**src/rtl/vs_pkg.sv**
```systemverilog
package vs_pkg;
    typedef enum logic [1:0] {
        POL_LRU  = 2'd0,
        POL_FIFO = 2'd1,
        POL_LFU  = 2'd2,
        POL_RAND = 2'd3
    } policy_e;

    typedef enum logic {
        ST_IDLE = 1'b0,
        ST_RESP = 1'b1
    } resp_state_e;
endpackage

```
**src/rtl/vs_rank_tracker.sv**
```systemverilog
module vs_rank_tracker #(
    parameter int N_LINES = 8,
    parameter int IDX_W   = $clog2(N_LINES)
) (
    input  logic                            clk,
    input  logic                            rst_n,
    input  logic                            touch,
    input  logic [IDX_W-1:0]                touch_idx,
    output logic [N_LINES-1:0][IDX_W-1:0]   rank_o
);
    logic [N_LINES-1:0][IDX_W-1:0] rank_q;
    logic [IDX_W-1:0]              touched_rank;

    assign touched_rank = rank_q[touch_idx];
    assign rank_o       = rank_q;

    always_ff @(posedge clk) begin
        if (!rst_n) begin
            for (int i = 0; i < N_LINES; i++) rank_q[i] <= IDX_W'(i);
        end else if (touch) begin
            for (int j = 0; j < N_LINES; j++) begin
                if (IDX_W'(j) == touch_idx)
                    rank_q[j] <= '0;
                else if (rank_q[j] < touched_rank)
                    rank_q[j] <= rank_q[j] + 1'b1;
            end
        end
    end

    logic [N_LINES-1:0] occupied;
    always_comb begin
        occupied = '0;
        for (int i = 0; i < N_LINES; i++) occupied[rank_q[i]] = 1'b1;
    end

    // the ages always form a permutation of 0..N-1
    a_r4_rank_permutation: assert property (@(posedge clk) disable iff (!rst_n)
        occupied == '1);

    // a touched line becomes the youngest
    a_r5_touch_youngest: assert property (@(posedge clk) disable iff (!rst_n)
        touch |=> rank_q[$past(touch_idx)] == '0);
endmodule

```
**src/rtl/vs_lfu_counters.sv**
```systemverilog
module vs_lfu_counters #(
    parameter int N_LINES = 8,
    parameter int CNT_W   = 4,
    parameter int IDX_W   = $clog2(N_LINES)
) (
    input  logic                            clk,
    input  logic                            rst_n,
    input  logic                            hit_en,
    input  logic [IDX_W-1:0]                hit_idx,
    input  logic                            fill_en,
    input  logic [IDX_W-1:0]                fill_idx,
    output logic [N_LINES-1:0][CNT_W-1:0]   cnt_o
);
    localparam logic [CNT_W-1:0] CNT_MAX = '1;

    logic [N_LINES-1:0][CNT_W-1:0] cnt_q;
    assign cnt_o = cnt_q;

    for (genvar g = 0; g < N_LINES; g++) begin : g_line
        always_ff @(posedge clk) begin
            if (!rst_n)
                cnt_q[g] <= '0;
            else if (fill_en && fill_idx == IDX_W'(g))
                cnt_q[g] <= '0;
            else if (hit_en && hit_idx == IDX_W'(g) && cnt_q[g] != CNT_MAX)
                cnt_q[g] <= cnt_q[g] + 1'b1;
        end

        // a saturated counter stays saturated under further hits
        a_r7_saturate: assert property (@(posedge clk) disable iff (!rst_n)
            (hit_en && hit_idx == IDX_W'(g) && !fill_en && cnt_q[g] == CNT_MAX)
            |=> cnt_q[g] == CNT_MAX);

        // a fill clears the counter
        a_r7_fill_clears: assert property (@(posedge clk) disable iff (!rst_n)
            (fill_en && fill_idx == IDX_W'(g)) |=> cnt_q[g] == '0);
    end
endmodule

```
**src/rtl/vs_lfsr.sv**
```systemverilog
module vs_lfsr #(
    parameter int          W    = 16,
    parameter logic [W-1:0] SEED = 16'hACE1,
    parameter logic [W-1:0] TAPS = 16'hB400
) (
    input  logic         clk,
    input  logic         rst_n,
    output logic [W-1:0] state_o
);
    logic [W-1:0] lfsr_q;
    assign state_o = lfsr_q;

    always_ff @(posedge clk) begin
        if (!rst_n)
            lfsr_q <= SEED;
        else
            lfsr_q <= (lfsr_q >> 1) ^ (lfsr_q[0] ? TAPS : '0);
    end

    // the generator never locks up at zero
    a_r8_lfsr_nonzero: assert property (@(posedge clk) disable iff (!rst_n)
        lfsr_q != '0);
endmodule

```
**src/rtl/victim_selector.sv**
```systemverilog
module victim_selector
    import vs_pkg::*;
#(
    parameter int N_LINES = 8,
    parameter int CNT_W   = 4,
    parameter int LFSR_W  = 16,
    localparam int IDX_W  = $clog2(N_LINES)
) (
    input  logic               clk,
    input  logic               rst_n,
    input  logic [1:0]         mode,
    input  logic               hit_valid,
    input  logic [IDX_W-1:0]   hit_idx,
    input  logic               fill_valid,
    input  logic [IDX_W-1:0]   fill_idx,
    input  logic [N_LINES-1:0] line_valid,
    input  logic [N_LINES-1:0] line_lock,
    input  logic               req,
    output logic               victim_valid,
    output logic [IDX_W-1:0]   victim_idx,
    output logic               none_available
);
    // a fill in the same cycle suppresses the hit
    logic hit_eff;
    assign hit_eff = hit_valid && !fill_valid;

    logic [N_LINES-1:0][IDX_W-1:0] lru_rank;
    logic [N_LINES-1:0][IDX_W-1:0] fifo_rank;
    logic [N_LINES-1:0][CNT_W-1:0] use_cnt;
    logic [LFSR_W-1:0]             lfsr;

    vs_rank_tracker #(.N_LINES(N_LINES), .IDX_W(IDX_W)) u_lru (
        .clk(clk), .rst_n(rst_n),
        .touch(hit_eff || fill_valid),
        .touch_idx(fill_valid ? fill_idx : hit_idx),
        .rank_o(lru_rank)
    );

    vs_rank_tracker #(.N_LINES(N_LINES), .IDX_W(IDX_W)) u_fifo (
        .clk(clk), .rst_n(rst_n),
        .touch(fill_valid), .touch_idx(fill_idx),
        .rank_o(fifo_rank)
    );

    vs_lfu_counters #(.N_LINES(N_LINES), .CNT_W(CNT_W), .IDX_W(IDX_W)) u_lfu (
        .clk(clk), .rst_n(rst_n),
        .hit_en(hit_eff), .hit_idx(hit_idx),
        .fill_en(fill_valid), .fill_idx(fill_idx),
        .cnt_o(use_cnt)
    );

    vs_lfsr #(.W(LFSR_W)) u_rng (.clk(clk), .rst_n(rst_n), .state_o(lfsr));

    // ---------------- selection network ----------------
    logic [N_LINES-1:0] unlocked, free_lines, cand;
    assign unlocked   = ~line_lock;
    assign free_lines = ~line_valid & unlocked;
    assign cand       = line_valid & unlocked;

    logic [IDX_W-1:0] free_pick, lru_pick, fifo_pick, lfu_pick, rand_pick, sel_idx;
    logic             sel_none;

    always_comb begin
        free_pick = '0;
        for (int i = N_LINES - 1; i >= 0; i--)
            if (free_lines[i]) free_pick = IDX_W'(i);
    end

    always_comb begin
        logic             f_l, f_f, f_u;
        logic [IDX_W-1:0] best_l, best_f;
        logic [CNT_W-1:0] best_u;
        f_l = 1'b0; f_f = 1'b0; f_u = 1'b0;
        best_l = '0; best_f = '0; best_u = '0;
        lru_pick = '0; fifo_pick = '0; lfu_pick = '0;
        for (int i = 0; i < N_LINES; i++) begin
            if (cand[i]) begin
                if (!f_l || lru_rank[i] > best_l) begin
                    f_l = 1'b1; best_l = lru_rank[i]; lru_pick = IDX_W'(i);
                end
                if (!f_f || fifo_rank[i] > best_f) begin
                    f_f = 1'b1; best_f = fifo_rank[i]; fifo_pick = IDX_W'(i);
                end
                if (!f_u || use_cnt[i] < best_u) begin
                    f_u = 1'b1; best_u = use_cnt[i]; lfu_pick = IDX_W'(i);
                end
            end
        end
    end

    always_comb begin
        int start;
        start     = int'(lfsr[IDX_W-1:0]);
        rand_pick = '0;
        for (int k = N_LINES - 1; k >= 0; k--)
            if (unlocked[(start + k) % N_LINES]) rand_pick = IDX_W'((start + k) % N_LINES);
    end

    always_comb begin
        sel_none = ~|unlocked;
        if (sel_none)
            sel_idx = '0;
        else if (|free_lines)
            sel_idx = free_pick;
        else begin
            unique case (policy_e'(mode))
                POL_LRU:  sel_idx = lru_pick;
                POL_FIFO: sel_idx = fifo_pick;
                POL_LFU:  sel_idx = lfu_pick;
                POL_RAND: sel_idx = rand_pick;
                default:  sel_idx = '0;
            endcase
        end
    end

    // ---------------- response state machine ----------------
    resp_state_e state_q, state_d;
    logic [IDX_W-1:0] idx_q;
    logic             none_q;

    always_comb begin
        unique case (state_q)
            ST_IDLE: state_d = req ? ST_RESP : ST_IDLE;   // req_seen
            ST_RESP: state_d = req ? ST_RESP : ST_IDLE;   // req_seen / req_quiet
            default: state_d = ST_IDLE;
        endcase
    end

    always_ff @(posedge clk) begin
        if (!rst_n) begin
            state_q <= ST_IDLE;
            idx_q   <= '0;
            none_q  <= 1'b0;
        end else begin
            state_q <= state_d;
            if (req) begin
                idx_q  <= sel_idx;
                none_q <= sel_none;
            end
        end
    end

    always_comb begin
        victim_valid   = (state_q == ST_RESP);
        victim_idx     = victim_valid ? idx_q : '0;
        none_available = victim_valid && none_q;
    end

    // a response follows each request, and only a request
    a_r1_resp_follows_req: assert property (@(posedge clk) disable iff (!rst_n)
        $past(rst_n) |-> (victim_valid == $past(req)));

    // a returned line was not locked in the request cycle
    a_r2_never_locked: assert property (@(posedge clk) disable iff (!rst_n)
        (victim_valid && !none_available) |->
            (($past(line_lock) & (N_LINES'(1) << victim_idx)) == '0));

    // none_available exactly when all lines were locked
    a_r2_none_when_all_locked: assert property (@(posedge clk) disable iff (!rst_n)
        victim_valid |-> (none_available == ($past(line_lock) == '1)));

    // with a free unlocked line present, the answer is an invalid line
    a_r3_free_first: assert property (@(posedge clk) disable iff (!rst_n)
        (victim_valid && $past(|(~line_valid & ~line_lock))) |->
            (($past(line_valid) & (N_LINES'(1) << victim_idx)) == '0));
endmodule

```
**config.mk**
```make
export PLATFORM = sky130hd
export DESIGN_NAME = victim_selector
export DESIGN_NICKNAME = d
export VERILOG_FILES = /design/src/rtl/vs_pkg.sv /design/src/rtl/vs_rank_tracker.sv /design/src/rtl/vs_lfu_counters.sv /design/src/rtl/vs_lfsr.sv /design/src/rtl/victim_selector.sv
export SDC_FILE = /design/constraint.sdc
export NUM_CORES = 1
export LEC_CHECK = 0
export ABC_AREA = 1
export ABC_CLOCK_PERIOD_IN_PS = 17400
export BUFFER_PORTS_ARGS = -buffer_cell sky130_fd_sc_hd__buf_4
export CORE_MARGIN = 4
export CORE_UTILIZATION = 25
export DETAILED_ROUTE_END_ITERATION = 10
export GPL_ROUTABILITY_DRIVEN = 0
export HOLD_SLACK_MARGIN = 0.06
export PLACE_DENSITY = 0.5
export SLEW_MARGIN = 10
export SYNTH_ARGS = -nofsm -noshare
export SYNTH_HDL_FRONTEND = slang
export SYNTH_HIERARCHICAL = 1
export SYNTH_SLANG_ARGS = --single-unit
```
**constraint.sdc**
```tcl
create_clock -name clk -period 17.4 [get_ports clk]
set_clock_uncertainty 0.05 [all_clocks]
set_input_delay 3.48 -clock clk [delete_from_list [all_inputs] [get_ports clk]]
set_output_delay 3.48 -clock clk [all_outputs]
set_load 0.005 [all_outputs]
```
Yosys cells after proc, flatten, opt, wreduce, memory -nomap -nowiden
Index checks and enable logic that the tools add are counted.

word-level totals
  bits in registers = 101
  bits of input ports = 29
  output and inout port bits = 5
  word-level logic and storage cells = 480

operators by class
  add/sub/neg operators = 31
  magnitude comparators = 47
  eq/ne operators = 39
  multiplexer cells = 200
  bitwise operators = 13
  reductions and logical operators = 122

operators by type and width
  cell                                                                  count
  3-bit two-way mux                                                     116
  1-bit two-way mux                                                     59
  4-bit two-way mux                                                     13
  3-bit by 1-bit adder with 3-bit output, second input constant         17
  3-bit < comparator                                                    16
  3-bit greater-than comparator                                         14
  4-bit by 5-bit < comparator with 1-bit output, second input constant  7
  4-bit by 1-bit adder with 4-bit output, second input constant         8
  4-bit inequality test, second input constant                          8
  2-bit AND reduction                                                   16
  2-bit nonzero test                                                    16
  4-bit < comparator                                                    7
  1-bit logical AND                                                     26
  1-bit binary-select mux with 3-bit select                             8
  3-bit == test, first input constant                                   8
  3-bit == test, second input constant                                  8
  1-bit logical OR                                                      22
  1-bit logical NOT                                                     21
  3-bit OR reduction                                                    7
  3-bit binary-select mux with 3-bit select                             2
  8-bit bitwise AND                                                     2
  16-bit two-way mux                                                    1
  8-bit NOT                                                             2
  2-bit OR reduction                                                    8
  16 further kinds                                                      40

Logic depth before layout (Yosys ltp)
Gate-level depths: netlist of the first run.

  word-level depth = 34
  gate-level depth with buffers = 71

Modules after synthesis
The synthesis of the first run kept the hierarchy.

by module, submodules not included
  module           instances  cells an instance  area each (µm²)  sequential area each (µm²)
  vs_rank_tracker  2          309                2016.9           480.5
  victim_selector  1          672                3582.2           100.1
  vs_lfu_counters  1          264                1762.9           640.6
  vs_lfsr          1          56                 511.7            320.3

Least setup slack after synthesis of the first run
No wires, ideal clock.

  path kind = input-to-reg
  start = input line_valid[0]
  end = register idx_q[1]
  library setup time = 0.116 ns
  arrival = 10.630 ns
  required time = 17.234 ns
  setup slack = 6.604 ns
  stages on the path = 62
  cells stage by stage = inv_1 nor2_2 inv_1 nor2_1 ha_1 nand3_1 a21oi_1 nor2_1 inv_1 o21ai_0 ha_1 a21oi_1 o21ai_0 nand2_1 nand2_1 nand2_1 o21ai_0 ha_1 (+26 left out) nand2_1 nand2_1 inv_1 o21ai_0 inv_1 ha_1 a21oi_1 o21ai_0 nand2_1 nand2_1 a21oi_1 nand3_1 a21oi_1 nand2_1 nand2_1 nand2_1 nand2_1 a21oi_1

on the way
  longest elaborated chain between the ends = 33

RTL lines
  what                                              RTL line                                                             text
  from (decl)                                       victim_selector.sv:16                                                input logic [N_LINES-1:0] line_valid,
  8-bit bitwise AND                                 victim_selector.sv:58                                                assign cand = line_valid & unlocked;
  4-bit two-way mux, or another cell as far along   victim_selector.sv:77                                                if (cand[i]) begin
  4-bit < comparator, or another cell as far along  victim_selector.sv:84                                                if (!f_u || use_cnt[i] < best_u) begin
  1-bit logical OR (on tied branches)               victim_selector.sv:84, victim_selector.sv:78, victim_selector.sv:81
  4-bit two-way mux, or another cell as far along   victim_selector.sv:84
  4-bit two-way mux, or another cell as far along   victim_selector.sv:77
  4-bit < comparator, or another cell as far along  victim_selector.sv:84
  1-bit logical OR (on tied branches)               victim_selector.sv:84, victim_selector.sv:78, victim_selector.sv:81
  (+17 left out)                                    --
  4-bit two-way mux, or another cell as far along   victim_selector.sv:77
  4-bit < comparator, or another cell as far along  victim_selector.sv:84
  1-bit logical OR (on tied branches)               victim_selector.sv:84, victim_selector.sv:78, victim_selector.sv:81
  3-bit two-way mux (on tied branches)              victim_selector.sv:84, victim_selector.sv:78, victim_selector.sv:81
  3-bit two-way mux                                 victim_selector.sv:77
  3-bit one-hot mux with 4 select lines             victim_selector.sv:106                                               unique case (policy_e'(mode))
  3-bit two-way mux (*)                             victim_selector.sv:103                                               else if (|free_lines)
  3-bit two-way mux (*)                             victim_selector.sv:101                                               if (sel_none)
  to (signal assigned)                              victim_selector.sv:137                                               idx_q <= sel_idx;
  to (decl)                                         victim_selector.sv:118                                               logic [IDX_W-1:0] idx_q;

Every way passes the cells marked *; elsewhere a longest branch is shown, timed or not.
A chain may end at the register's enable or synchronous reset.

Worst setup path in the final report of the first run
  start = input line_lock[0]
  end = register idx_q[2]

on the way
  longest elaborated chain between the ends = 34

RTL lines
  what                                              RTL line                                                             text
  from (decl)                                       victim_selector.sv:17                                                input logic [N_LINES-1:0] line_lock,
  8-bit NOT (*)                                     victim_selector.sv:56                                                assign unlocked = ~line_lock;
  8-bit bitwise AND                                 victim_selector.sv:58
  4-bit two-way mux, or another cell as far along   victim_selector.sv:77
  4-bit < comparator, or another cell as far along  victim_selector.sv:84
  1-bit logical OR (on tied branches)               victim_selector.sv:84, victim_selector.sv:78, victim_selector.sv:81
  4-bit two-way mux, or another cell as far along   victim_selector.sv:84
  4-bit two-way mux, or another cell as far along   victim_selector.sv:77
  4-bit < comparator, or another cell as far along  victim_selector.sv:84
  (+18 left out)                                    --
  4-bit two-way mux, or another cell as far along   victim_selector.sv:77
  4-bit < comparator, or another cell as far along  victim_selector.sv:84
  1-bit logical OR (on tied branches)               victim_selector.sv:84, victim_selector.sv:78, victim_selector.sv:81
  3-bit two-way mux (on tied branches)              victim_selector.sv:84, victim_selector.sv:78, victim_selector.sv:81
  3-bit two-way mux                                 victim_selector.sv:77
  3-bit one-hot mux with 4 select lines             victim_selector.sv:106
  3-bit two-way mux                                 victim_selector.sv:103
  3-bit two-way mux (*)                             victim_selector.sv:101

Every way passes the cells marked *; elsewhere a longest branch is shown, timed or not. The select of a mux whose other input is x is not followed.

==> results summary, run 1 <==
Setup repair after global routing left no endpoint under its margin. The initial cell density of the core came out at 0.254. Of the total synthesized cell area, the portion taken by XOR and XNOR cells is 0.0159. Dividing the final minimum period by the clock period gives 0.692. The pin count of the biggest net entering global routing is 43. The number of different library cells used by synthesis comes to 39. The portion of netlist area occupied by mux cells came out at 0. The count of buffer and inverter cells on the critical path is 5. The TritonCTS buffer count is 9.

The path with the worst hold slack has its endpoint at u_rng/state_o[6]$_SDFF_PN1_. The final worst setup slack came out at 5.37 ns. The total vias in the final route came out at 9893. The first routing iteration left 498 violations. The initial antenna violation count was 2. The I/O pin count came out at 34.

The worst hold path begins at u_rng/state_o[7]$_SDFF_PN1_. The area of the core region is 0.0389 sq mm. The share of the Yosys chip area taken by registers is 0.204. The post-synthesis net count is 1760.

After synthesis, the largest family of logic cells by area is simple AND/OR/NAND/NOR gates. For this run, the slowest stage of the critical path takes 0.40 ns. The worst vdd rail ir drop is 0.0000442 V. The worst register-to-register path begins at u_fifo/rank_o[2]$_SDFFE_PN0P_.

The total die area came out at 0.0428 sq mm. Summed over all layers, the global routing overflow is 0. The total wire length came out at 27900 um. The clock sink count came out at 101. Data on the critical path is required at its endpoint by 17.61 ns. The number of input and output port buffers inserted came out at 33.

The worst setup path is captured at a flip-flop. The clock period could shrink to 12.03 ns. The highest attainable clock frequency is 83.1 MHz.

Once the clock tree was built, the resizer swapped 0 gates to a different size. The standby leakage power is 5.76 nW. The synthesis-stage register bit count came out at 101.

The number of hold violations in the final report is 0. The synthesized area divided by synthesized cell count came out at 6.14 sq um. The cell count after synthesis is 1610. The number of stages on the worst hold path is 2. The count of antenna diodes in the layout came out at 0. The count of nets after finishing is 1788. Of the total synthesized cell area, the portion taken by AND, OR, NAND and NOR gates is 0.398. The power density relative to cell area is 115 mW/mm^2. The summed instance area of the synthesized netlist came out at 0.00989 sq mm.

The via count of the first global-routing pass came out at 8973. The number of nets still failing antenna checks after routing is 0. The synthesized-area fraction occupied by ao, oa, aoi and oai cells came out at 0.132. The tool flagged a number of max-cap violations equal to 0. The clock insertion delay at the later pin of the skew report is 0.37 ns. The setup total negative slack is 0 ns. The yosys synthesis warning count is 6. Of the total synthesized cell area, the portion taken by full adders, half adders and majority gates is 0.153.

TritonCTS built the clock tree. In the final layout, the share of cells above drive strength 1 is 0.0931. The buffer type at the clock tree root is clkbuf_16. The biggest fanout along the worst timing path came out at 10.

The slowest stage of the critical path belongs to the cell nor2_2. The worst setup path is launched from an input port. The class of the worst hold path is reg2reg.

The first global-routing pass estimated 45400 um of wire. The average via count per standard cell came out at 4.58. The worst slack after detailed placement is 5.02 ns. The number of pins exceeding their max-slew limit in the final report is 0. The x dimension of the die came out at 207 um. The transition time at the pin with the least slew margin is 0.883 ns.

The count of hold buffers inserted by post-cts repair came out at 0. The detail-routed net length per standard cell came out at 12.9 um. The area growth from synthesis to layout is 11.3%.

The setup path with the least slack is of type in2reg. The overall routing resource usage came out at 0.131. The detailed placement HPWL is 22100 um. The total setup buffers inserted after CTS came out at 0. The flop-to-flop setup slack is 8.62 ns. The arrival time at the worst endpoint is 12.25 ns. The die extent in y came out at 207 um. Among cell families on the critical path, the largest total delay comes from compound AO/OA/AOI/OAI gates. The clock passes through at most 2 buffers. The cell row count is 72. In the routed design, unresolved DRC markers number 0.

The critical register-to-register path endpoint is idx_q[2]$_SDFFE_PN0P_. For the worst flop-to-flop path, the logic depth is 60. The run finished with clean final reports. Among the stages of the critical path, the cell type that occurs most often is nand2_1. The power consumption is 1.27 mW.

The headroom to the max-slew limit came out at 0.411. The final number of setup-violating endpoints came out at 0. The first TritonRoute pass finished after 6 iterations. The clock transition at the registers of the reported paths is 0.07 ns. The number of levels in the clock H-tree came out at 3.
## where the power goes
part / internal (mW) / switching [mW]
clock network: 0.145 / 0.0964
logic: 0.274 / 0.401
registers: 0.273 / 0.0776
total: 0.692 / 0.575
## cells by family (layout without fill, tap and decap cells)
family / Yosys count / after routing
simple gates: 887 / 887
compound gates: 249 / 249
buf+inv: 234 / 267
fa+ha+maj: 121 / 121
flops: 101 / 101
xor+xnor: 18 / 18
## tightest hold or removal path: stages, from the launching register on
cell and delay (ns):
dfxtp_1 0.31, inv_1 0.03, nand2_1 0.04
## synth_stat cells
cell type	n	share of area
nor2_4	4	0.0046
nor4_1	1	0.00063
nor3_1	1	0.00051
ha_1	121	0.15
nand2_1	546	0.21
buf_12	1	0.0020
a21oi_1	117	0.059
a311oi_1	1	0.00089
xor2_1	8	0.0071
buf_1	4	0.0015
nor2_2	16	0.010
nand3b_1	14	0.011
nor2_8	1	0.0020
nand3_2	8	0.0081
buf_6	3	0.0034
a21o_1	1	0.00076
o31ai_1	2	0.0015
nand4_1	10	0.0063
nand3_4	2	0.0035
nand2_4	10	0.011
or2_2	11	0.0070
buf_4	4	0.0030
a211oi_1	1	0.00076
o21ai_0	105	0.053
o22ai_1	3	0.0019
a22oi_1	12	0.0091
inv_4	2	0.0013
clkinv_1	1	0.00038
inv_1	202	0.077
a31oi_1	4	0.0025
o21bai_1	3	0.0023
dfxtp_1	101	0.20
clkbuf_8	2	0.0028
nor2_1	97	0.037
clkbuf_1	6	0.0023
nand2_2	39	0.025
xnor2_1	10	0.0089
nand3_1	127	0.064
inv_2	9	0.0034
## per-layer routing
| layer | track usage | share of wire | vias to the layer above |
|---|---|---|---|
| li1 | - | - | 5272 |
| met5 | 0 | 0.00072 | - |
| met3 | 0.0230 | 0.043 | 26 |
| met4 | 0.0316 | 0.016 | 4 |
| met2 | 0.220 | 0.46 | 162 |
| met1 | 0.176 | 0.48 | 4429 |
## sequential cells by signal, summed over array words and instances, names as in the netlist
| register | count |
|---|---|
| u_lru/rank_o | 24 |
| u_lfu/cnt_o | 32 |
| idx_q | 3 |
| u_fifo/rank_o | 24 |
| none_q | 1 |
| victim_valid | 1 |
| u_rng/state_o | 16 |
## cell type report
class	count	area, sq um
clock buffer	12	246
clock inverter	4	95.1
sequential	101	2020
timing repair buffer	37	278
inverter	214	808
tap	518	648
fill	4378	27900
multi-input combinational	1275	6910
## through the flow
stage / area [sq um] / util / hold WS (ns) / instances
floorplan: 9890 / - / 0.330 / 1610
global placement: 10700 / 0.274 / 0.334 / 2145
detailed placement: 10700 / 0.274 / 0.336 / 2145
CTS: 11000 / 0.283 / 0.353 / 2161
global route: 11000 / 0.283 / 0.368 / 2161
finish: 11000 / 0.283 / 0.353 / 2161
## cell usage in the layout, fill, tap and decap left out, types with 10 or more instances in the layout
master    instances
nand4_1          10
nand2_1         546
inv_1           202
ha_1            121
nor2_2           16
a22oi_1          12
nand3b_1         14
o21ai_0         105
nor2_1           97
nand2_4          10
buf_4            37
a21oi_1         117
nand3_1         127
nand2_2          39
or2_2            11
xnor2_1          10
dfxtp_1         101
## how the worst max path moves through the flow
stage	start	end	slack [ns]	cells after the start
floorplan	line_valid[0]	idx_q[1]$_SDFFE_PN0P_	6.60	62
global placement	line_lock[0]	idx_q[2]$_SDFFE_PN0P_	5.06	60
detailed placement	line_lock[0]	idx_q[2]$_SDFFE_PN0P_	5.02	60
CTS	line_lock[0]	idx_q[2]$_SDFFE_PN0P_	5.42	62
global route	line_valid[0]	idx_q[1]$_SDFFE_PN0P_	4.22	63
finish	line_lock[0]	idx_q[2]$_SDFFE_PN0P_	5.37	62
No activity file was read; power rests on OpenSTA's default activity.
==> inputs of run 2 (changes only) <==
ABC_CLOCK_PERIOD_IN_PS = 9900   (was 17400)
PLACE_DENSITY = 0.51   (was 0.5)
clock period = 9.9 ns   (was 17.4 ns; I/O delays follow)
==> results summary, run 2 (same netlist as run 1, synthesis figures left out) <==
The number of DRC violations after detailed-routing iteration 0 was 531 (+6.6%). The maximum cell stage delay along the critical path is 0.35 ns (-0.05 ns). The initial antenna violation count is 1 (-1). The clock insertion delay at the later pin of the skew report is 0.37 ns (about the same). The total congestion overflow after global routing is 0 (unchanged). The TritonCTS buffer count is 9 (unchanged). The flop-to-flop setup slack is 2.17 ns (-6.45 ns). The number of levels in the clock H-tree is 3 (unchanged). Among the stages of the critical path, the cell type that occurs most often is nand2_1.

The area of the core region came out at 0.0389 sq mm (unchanged). The flip-flop count of the largest register after layout is 32 (unchanged). The worst setup path is captured at a flip-flop.

In this run the critical register-to-register path is captured at idx_q[2]$_SDFFE_PN0P_. The number of buffers on the longest clock path is 2 (unchanged). The number of pins exceeding their max-slew limit in the final report came out at 0 (unchanged). The total vias in the final route is 10043 (+1.5%). The final number of setup-violating endpoints is 0 (unchanged). The power density relative to cell area is 203 mW/mm^2 (+76%). Leaving out fill and tap cells, the most frequent cell in the layout is nand2_1.

The number of input and output port buffers inserted came out at 33 (unchanged). The total wire length came out at 27300 um (-2.3%). The total die area is 0.0428 sq mm (unchanged). The number of design rule violations left after detail routing is 0 (unchanged). The arrival time at the worst endpoint is 9.40 ns (-2.85 ns). The count of hold buffers inserted by post-cts repair is 0 (unchanged). The final cell utilization of the core is 0.296 (+0.0132). The number of violations of the max-capacitance limit is 0 (unchanged).

The I/O pin count came to 34 (unchanged). The pin count of the biggest net entering global routing is 43 (unchanged). The worst reg2reg path depth is 63 (+5.0%). The flow ran to the end, and the final reports show no timing, DRC or antenna violations. The worst setup path is launched from an input port. The die extent in y came out at 207 um (unchanged).

The data required time at the worst endpoint is 10.11 ns (-7.50 ns). The number of fill cells in the layout was 4341 (-0.85%). The critical path ends at idx_q[2]$_SDFFE_PN0P_.

The worst path in the final design needs a cycle of 9.19 ns, including I/O delays and setup. The worst vdd rail ir drop is 0.0000834 V (+89%). The number of hold violations in the final report came out at 0 (unchanged). TritonCTS built the clock tree. The cell area after placement came to 0.0110 sq mm (+2.9%). The area of all placed cells without fillers came out at 0.0115 sq mm (+4.7%). The count of antenna diodes in the layout was 0 (unchanged).

The share of layout cells above drive strength 1 came out at 0.144 (+0.0512). The x dimension of the die came out at 207 um (unchanged). The average via count per standard cell came out at 4.56 (-0.37%). The setup path with the least slack is of type in2reg. Derived from the worst setup path, the maximum achievable clock frequency is 109 MHz. The wire length of the first global-routing pass came out at 45500 um (+0.27%). The transition time at the pin with the least slew margin came out at 0.854 ns (-0.0284 ns). The cell row count came out at 72 (unchanged). The cell at the slowest stage of the critical path is ha_1. The number of iterations in the first detailed-routing pass was 7 (+1). The standby leakage power came out at 5.99 nW (+4.0%).

The startpoint of the most critical setup path is line_lock[0]. The via count of the first global-routing pass came out at 9348 (+4.2%). Of the available clock period, the critical path in the final layout requires 0.928. The headroom to the max-slew limit came to 0.426 (+0.0149).

The buffer type at the clock tree root is clkbuf_16. The count of nets after finishing came to 1829 (+2.3%). The initial cell density of the core came out at 0.254 (unchanged).

The number of nets still failing antenna checks after routing came out at 0 (unchanged). The detail-routed net length per standard cell is 12.4 um (-4.1%). The biggest fanout along the worst timing path came to 7 (-3). The clock sink count is 101 (unchanged).

The path class of the tightest hold or removal check is reg2reg. In the layout the commonest cells are 527 x nand2_1, 198 x inv_1, 127 x nand3_1. The detailed placement HPWL is 21700 um (-2.2%).

The startpoint identified for the worst register-to-register timing path is u_fifo/rank_o[1]$_SDFFE_PN0P_. The clock transition at the registers of the reported paths is 0.07 ns (about the same). The relative area change from synthesis to final layout came out at 16.5%.

The overall routing resource usage came out at 0.129 (-0.00228).
-- run 2: cell types whose count changed in the layout (fill, tap and decap cells not counted), sizes merged --
cell and delta:
buf +41, clkbuf -3, clkinv +2, inv +2, bufinv -1
-- run 2: repair_timing --
action | 4_1_cts | 5_1_grt
buffers inserted | 0 | 1
pin swaps | 0 | 38
setup endpoints to repair | 3 | 3
resized for setup | 7 | 96
-- run 2: stage by stage --
stage               std cells  setup WS, ns  total power [mW]  setup TNS, ns  hold WS, ns
floorplan                1610         0.604              1.53              0        0.330
global placement         2185        -0.486              1.83          -1.33        0.331
detailed placement       2185        -0.614              1.86          -1.74        0.339
CTS                      2201       0.00110              2.28              0        0.358
global route             2202       -0.0175              2.61        -0.0348        0.374
finish                   2202         0.708              2.33              0        0.352
-- run 2: layout make-up --
type / instances / area, sq um / share of cell area
multi-input cells: 1275 / 7130 / 0.618
flip-flops and latches: 101 / 2020 / 0.175
inverters: 214 / 808 / 0.0701
well taps: 518 / 648 / 0.0562
repair buffers: 78 / 598 / 0.0519
clock buffers: 9 / 225 / 0.0195
clock inverters: 7 / 96.3 / 0.00836
-- run 2: worst min-delay path by stage --
stage,depth (start not counted),slack (ns),end,start
5_1_grt,2,0.37,u_rng/state_o[7]$_SDFF_PN1_,u_rng/state_o[8]$_SDFF_PN0_
2_1_floorplan,2,0.33,u_rng/state_o[11]$_SDFF_PN1_,u_rng/state_o[12]$_SDFF_PN0_
4_1_cts,2,0.36,u_rng/state_o[7]$_SDFF_PN1_,u_rng/state_o[8]$_SDFF_PN0_
6_report,2,0.35,u_rng/state_o[7]$_SDFF_PN1_,u_rng/state_o[8]$_SDFF_PN0_
3_3_place_gp,2,0.33,u_rng/state_o[6]$_SDFF_PN1_,u_rng/state_o[7]$_SDFF_PN1_
3_5_place_dp,2,0.34,u_rng/state_o[7]$_SDFF_PN1_,u_rng/state_o[8]$_SDFF_PN0_
-- run 2: worst max-delay path, delay by kind of cell --
family | cells | cell delay, ns
and+or+nand+nor | 33 | 2.57
AOI/OAI and AO/OA | 20 | 2.13
adders and majority gates | 7 | 2.10
buffers and inverters | 6 | 0.63
-- run 2: per-layer routing --
metal / wire, um / vias up / track usage
met5: 9 / - / 0
met1: 13200 / 4508 / 0.172
met3: 1140 / 27 / 0.0200
li1: - / 5370 / -
met4: 421 / 2 / 0.0271
met2: 12600 / 136 / 0.221
-- run 2: where the power goes --
part / total (mW) / switching (mW) / internal [mW]
Combinational: 1.31 / 0.747 / 0.564
Sequential: 0.619 / 0.139 / 0.480
Clock: 0.405 / 0.182 / 0.224
Total: 2.33 / 1.07 / 1.27
==> inputs of run 3 (changes only) <==
SYNTH_HIERARCHICAL = default   (was 1)
==> results summary, run 3 <==
The most common cell after layout, fill and taps aside is nand2_1. The total wire length came out at 26600 um (-2.7%). The most critical setup path has its endpoint at idx_q[1]$_SDFFE_PN0P_. The share of layout cells above drive strength 1 came out at 0.156 (+0.0118). The number of violations of the max-capacitance limit is 0 (unchanged).

The total vias in the final route came out at 8974 (-11%). The commonest cells after synthesis are 328 x nand2_1, 184 x inv_1, 147 x o21ai_0. The detail-routed net length per standard cell is 14.0 um (+13%).

The post-synthesis net count is 1493 (-15%). The overall routing resource usage is 0.139 (+0.00973). The tree is rooted in a clkbuf_16. The number of hold violations in the final report came to 0 (unchanged).

The cell type contributing the most total cell area after synthesis is dfxtp_1. The standby leakage power came out at 5.22 nW (-13%). In the synthesized netlist the dominant register cell turns out to be dfxtp_1.

The power density relative to cell area is 184 mW/mm^2 (-9.0%). The flop-to-flop setup slack came to 1.97 ns (-0.20 ns). The detailed placement HPWL came out at 20800 um (-3.8%). The worst setup path is launched from an input port. By area the synthesized netlist is led by dfxtp_1 23%, ha_1 17%, nand2_1 14%, o21ai_0 8.5%, inv_1 7.9%. The post-synthesis async set-or-reset flop share is 0 (unchanged). The synthesis-stage register bit count came out at 101 (unchanged).

The worst slack after detailed placement is -0.909 ns (-0.295 ns). In the layout the commonest cells are 300 x nand2_1, 178 x inv_1, 113 x ha_1. The count of antenna diodes in the layout was 0 (unchanged).

The number of iterations in the first detailed-routing pass is 5 (-2). The total congestion overflow after global routing is 0 (unchanged). The yosys synthesis warning count is 0 (-6). The post-route fraction of the period consumed by the critical path came out at 0.954 (+0.0253). The area share of the largest cell type after synthesis came out at 0.233 (+0.0255). The count of hold buffers inserted by post-cts repair came to 0 (unchanged). The number of synthesized flops with an enable pin is 0 (unchanged). The number of buffers on the longest clock path is 2 (unchanged).

The minimum clock period after layout is 9.44 ns (+0.250 ns). The clock sink count came out at 101 (unchanged). The biggest fanout along the worst timing path was 7 (unchanged). The path class of the tightest hold or removal check is reg2reg. The relative area change from synthesis to final layout is 22.7%. The final cell count without fillers is 1896 (-14%). The maximum cell stage delay along the critical path came out at 0.36 ns (about the same).

The number of pins exceeding their max-slew limit in the final report is 0 (unchanged). The net switching power is 0.822 mW (-23%). The number of fill cells in the layout came out at 3779 (-13%). The initial antenna violation count came out at 0 (-1). The combinational share of power is 0.510 (-0.051). The cell row count is 68 (-5.6%). The headroom to the max-slew limit came out at 0.303 (-0.122). The average via count per standard cell is 4.73 (+3.8%). The number of nets still failing antenna checks after routing is 0 (unchanged). The clock power share came out at 0.203 (+0.029). The final number of setup-violating endpoints is 0 (unchanged). The setup total negative slack came out at 0 ns (unchanged). The portion of total power attributed to sequential cells came out at 0.287 (+0.022). The number of levels in the clock H-tree came out at 3 (unchanged). The number of stages on the worst hold path came out at 1 (-1).

The flip-flop count of the largest register after layout is 32 (unchanged). The arrival time at the worst endpoint is 9.62 ns (+0.22 ns). The internal power came out at 1.14 mW (-9.8%).

The number of input and output port buffers inserted is 33 (unchanged). For this design, the slowest cell found on the critical path is ha_1. The via count of the first global-routing pass came out at 8634 (-7.6%). The data required time at the worst endpoint came out at 10.08 ns (-0.03 ns). The number of distinct library cells after synthesis is 41 (+5.1%). The number of cells after detailed placement came to 1866 (-15%). The synthesized area divided by synthesized cell count is 6.47 sq um (+5.3%). The worst reg2reg path depth is 61 (-3.2%).

The switching portion of total power came to 0.418 (-0.0388). The worst register-to-register path ends at idx_q[1]$_SDFFE_PN0P_. The transition time at the pin with the least slew margin came out at 1.04 ns (+0.183 ns).

The number of design rule violations left after detail routing is 0 (unchanged). The area of the core region is 0.0344 sq mm (-12%). Yosys instantiated no cell more often than nand2_1. The critical path is of the in2reg type. The startpoint of the most critical setup path is line_lock[0]. The TritonCTS buffer count came out at 9 (unchanged). The multi-input combinational cell area is 0.00624 sq mm (-12%). The I/O pin count is 34 (unchanged). The sequential standard cell area was 0.00202 sq mm (unchanged).

The highest attainable clock frequency was 106 MHz (-2.6%). The summed instance area of the synthesized netlist came to 0.00869 sq mm (-12%). The worst setup path is captured at a flip-flop.

TritonCTS built the clock tree. The x dimension of the die was 194 um (-6.0%). The initial cell density of the core came to 0.253 (-0.00138). The number of DRC violations after detailed-routing iteration 0 was 479 (-9.8%). The worst vdd rail ir drop came out at 0.0000898 V (+7.7%).

The smallest hold slack is 0.364 ns (+0.0120 ns). In this design, the critical path's most frequently occurring cell is nand2_1. The clock transition at the registers of the reported paths came out at 0.07 ns (about the same). The pin count of the biggest net entering global routing came out at 41 (-4.7%). The cell count after synthesis came out at 1343 (-17%). The total die area is 0.0378 sq mm (-12%). The proportion of synthesized chip area in sequential cells came out at 0.233 (+0.0283). The wire length of the first global-routing pass came out at 43500 um (-4.4%). Setup repair after global routing could not meet its margin everywhere.

The clock insertion delay at the later pin of the skew report came out at 0.36 ns (about the same). The die extent in y came out at 194 um (-6.0%). The final cell utilization of the core was 0.310 (+0.0141).

The final worst setup slack was 0.458 ns (-0.250 ns). The source of the worst register-to-register timing path is u_lru.rank_o[1]$_SDFFE_PN0P_. The count of nets after finishing came out at 1587 (-13%).

The run finished with clean final reports.
==> run 3: cell types whose count changed after synthesis, sizes merged, moves of 13 or more <==
cell / previous run / this run
inv: 213 / 189
nand2: 595 / 347
nand3: 137 / 86
nand3b: 14 / 0
o21ai: 105 / 150
o22ai: 3 / 16
==> run 3: logic make-up (layout without fill, tap and decap cells) <==
group           after synthesis  count (layout)  share of synthesized area
flops                       101             101                      0.233
simple gates                562             562                      0.272
fa+ha+maj                   121             121                      0.174
xor+xnor                     14              14                     0.0141
buf+inv                     209             307                     0.0903
mux                           5               5                    0.00576
compound gates              331             331                      0.211
==> run 3: power groups by stage <==
stage / clock network, mW / registers [mW] / logic, mW
6_report: 0.399 / 0.564 / 1.00
3_3_place_gp: 0 / 0.563 / 0.825
4_1_cts: 0.410 / 0.554 / 0.857
3_5_place_dp: 0 / 0.563 / 0.845
2_1_floorplan: 0 / 0.524 / 0.614
5_1_grt: 0.426 / 0.574 / 1.17
==> run 3: worst min-delay path by stage <==
| stage | start | endpoint |
|---|---|---|
| 6_report | u_rng.state_o[8]$_SDFF_PN0_ | u_rng.state_o[7]$_SDFF_PN1_ |
| 5_1_grt | u_rng.state_o[6]$_SDFF_PN1_ | u_rng.state_o[5]$_SDFF_PN1_ |
| 4_1_cts | u_rng.state_o[8]$_SDFF_PN0_ | u_rng.state_o[7]$_SDFF_PN1_ |
| 2_1_floorplan | u_rng.state_o[15]$_SDFF_PN1_ | u_rng.state_o[14]$_SDFF_PN0_ |
| 3_5_place_dp | u_rng.state_o[8]$_SDFF_PN0_ | u_rng.state_o[7]$_SDFF_PN1_ |
| 3_3_place_gp | u_rng.state_o[5]$_SDFF_PN1_ | u_rng.state_o[4]$_SDFF_PN0_ |
==> run 3: final cells by class <==
class                   count  area share
multi-input cells        1033       0.586
clock buffers              10      0.0224
flip-flops and latches    101       0.190
inverters                 193      0.0684
well taps                 455      0.0534
clock inverters             5     0.00774
repair buffers             99      0.0729
==> run 3: timing repair <==
| item | CTS | global route |
|---|---|---|
| endpoints found under the setup margin | 3 | 3 |
| pin swaps | 1 | 70 |
| setup buffers | 2 | 13 |
| hold endpoints to repair | 0 | 0 |
| gates resized for setup | 14 | 135 |
==> run 3: worst max-delay path: cells and delay by family <==
family                   cells  cell delay [ns]
AO/OA/AOI/OAI               17             1.77
adder cells (fa/ha/maj)      7             2.16
buffers and inverters        8             0.91
multiplexers                 1             0.13
AND/OR/NAND/NOR             31             2.65
==> run 3: per-layer routing <==
metal  up-vias  wire, um  track usage
met1      4108     13400        0.192
met2       139     11900        0.226
met3        25       893       0.0224
met4         0       379       0.0349
li1       4702         -            -
met5         -         0            0
==> run 3: through the flow <==
| step | cell area (sq um) | total power [mW] |
|---|---|---|
| global placement | 9830 | 1.39 |
| detailed placement | 9830 | 1.41 |
| global route | 10700 | 2.17 |
| floorplan | 8690 | 1.14 |
| finish | 10700 | 1.96 |
| CTS | 10200 | 1.82 |
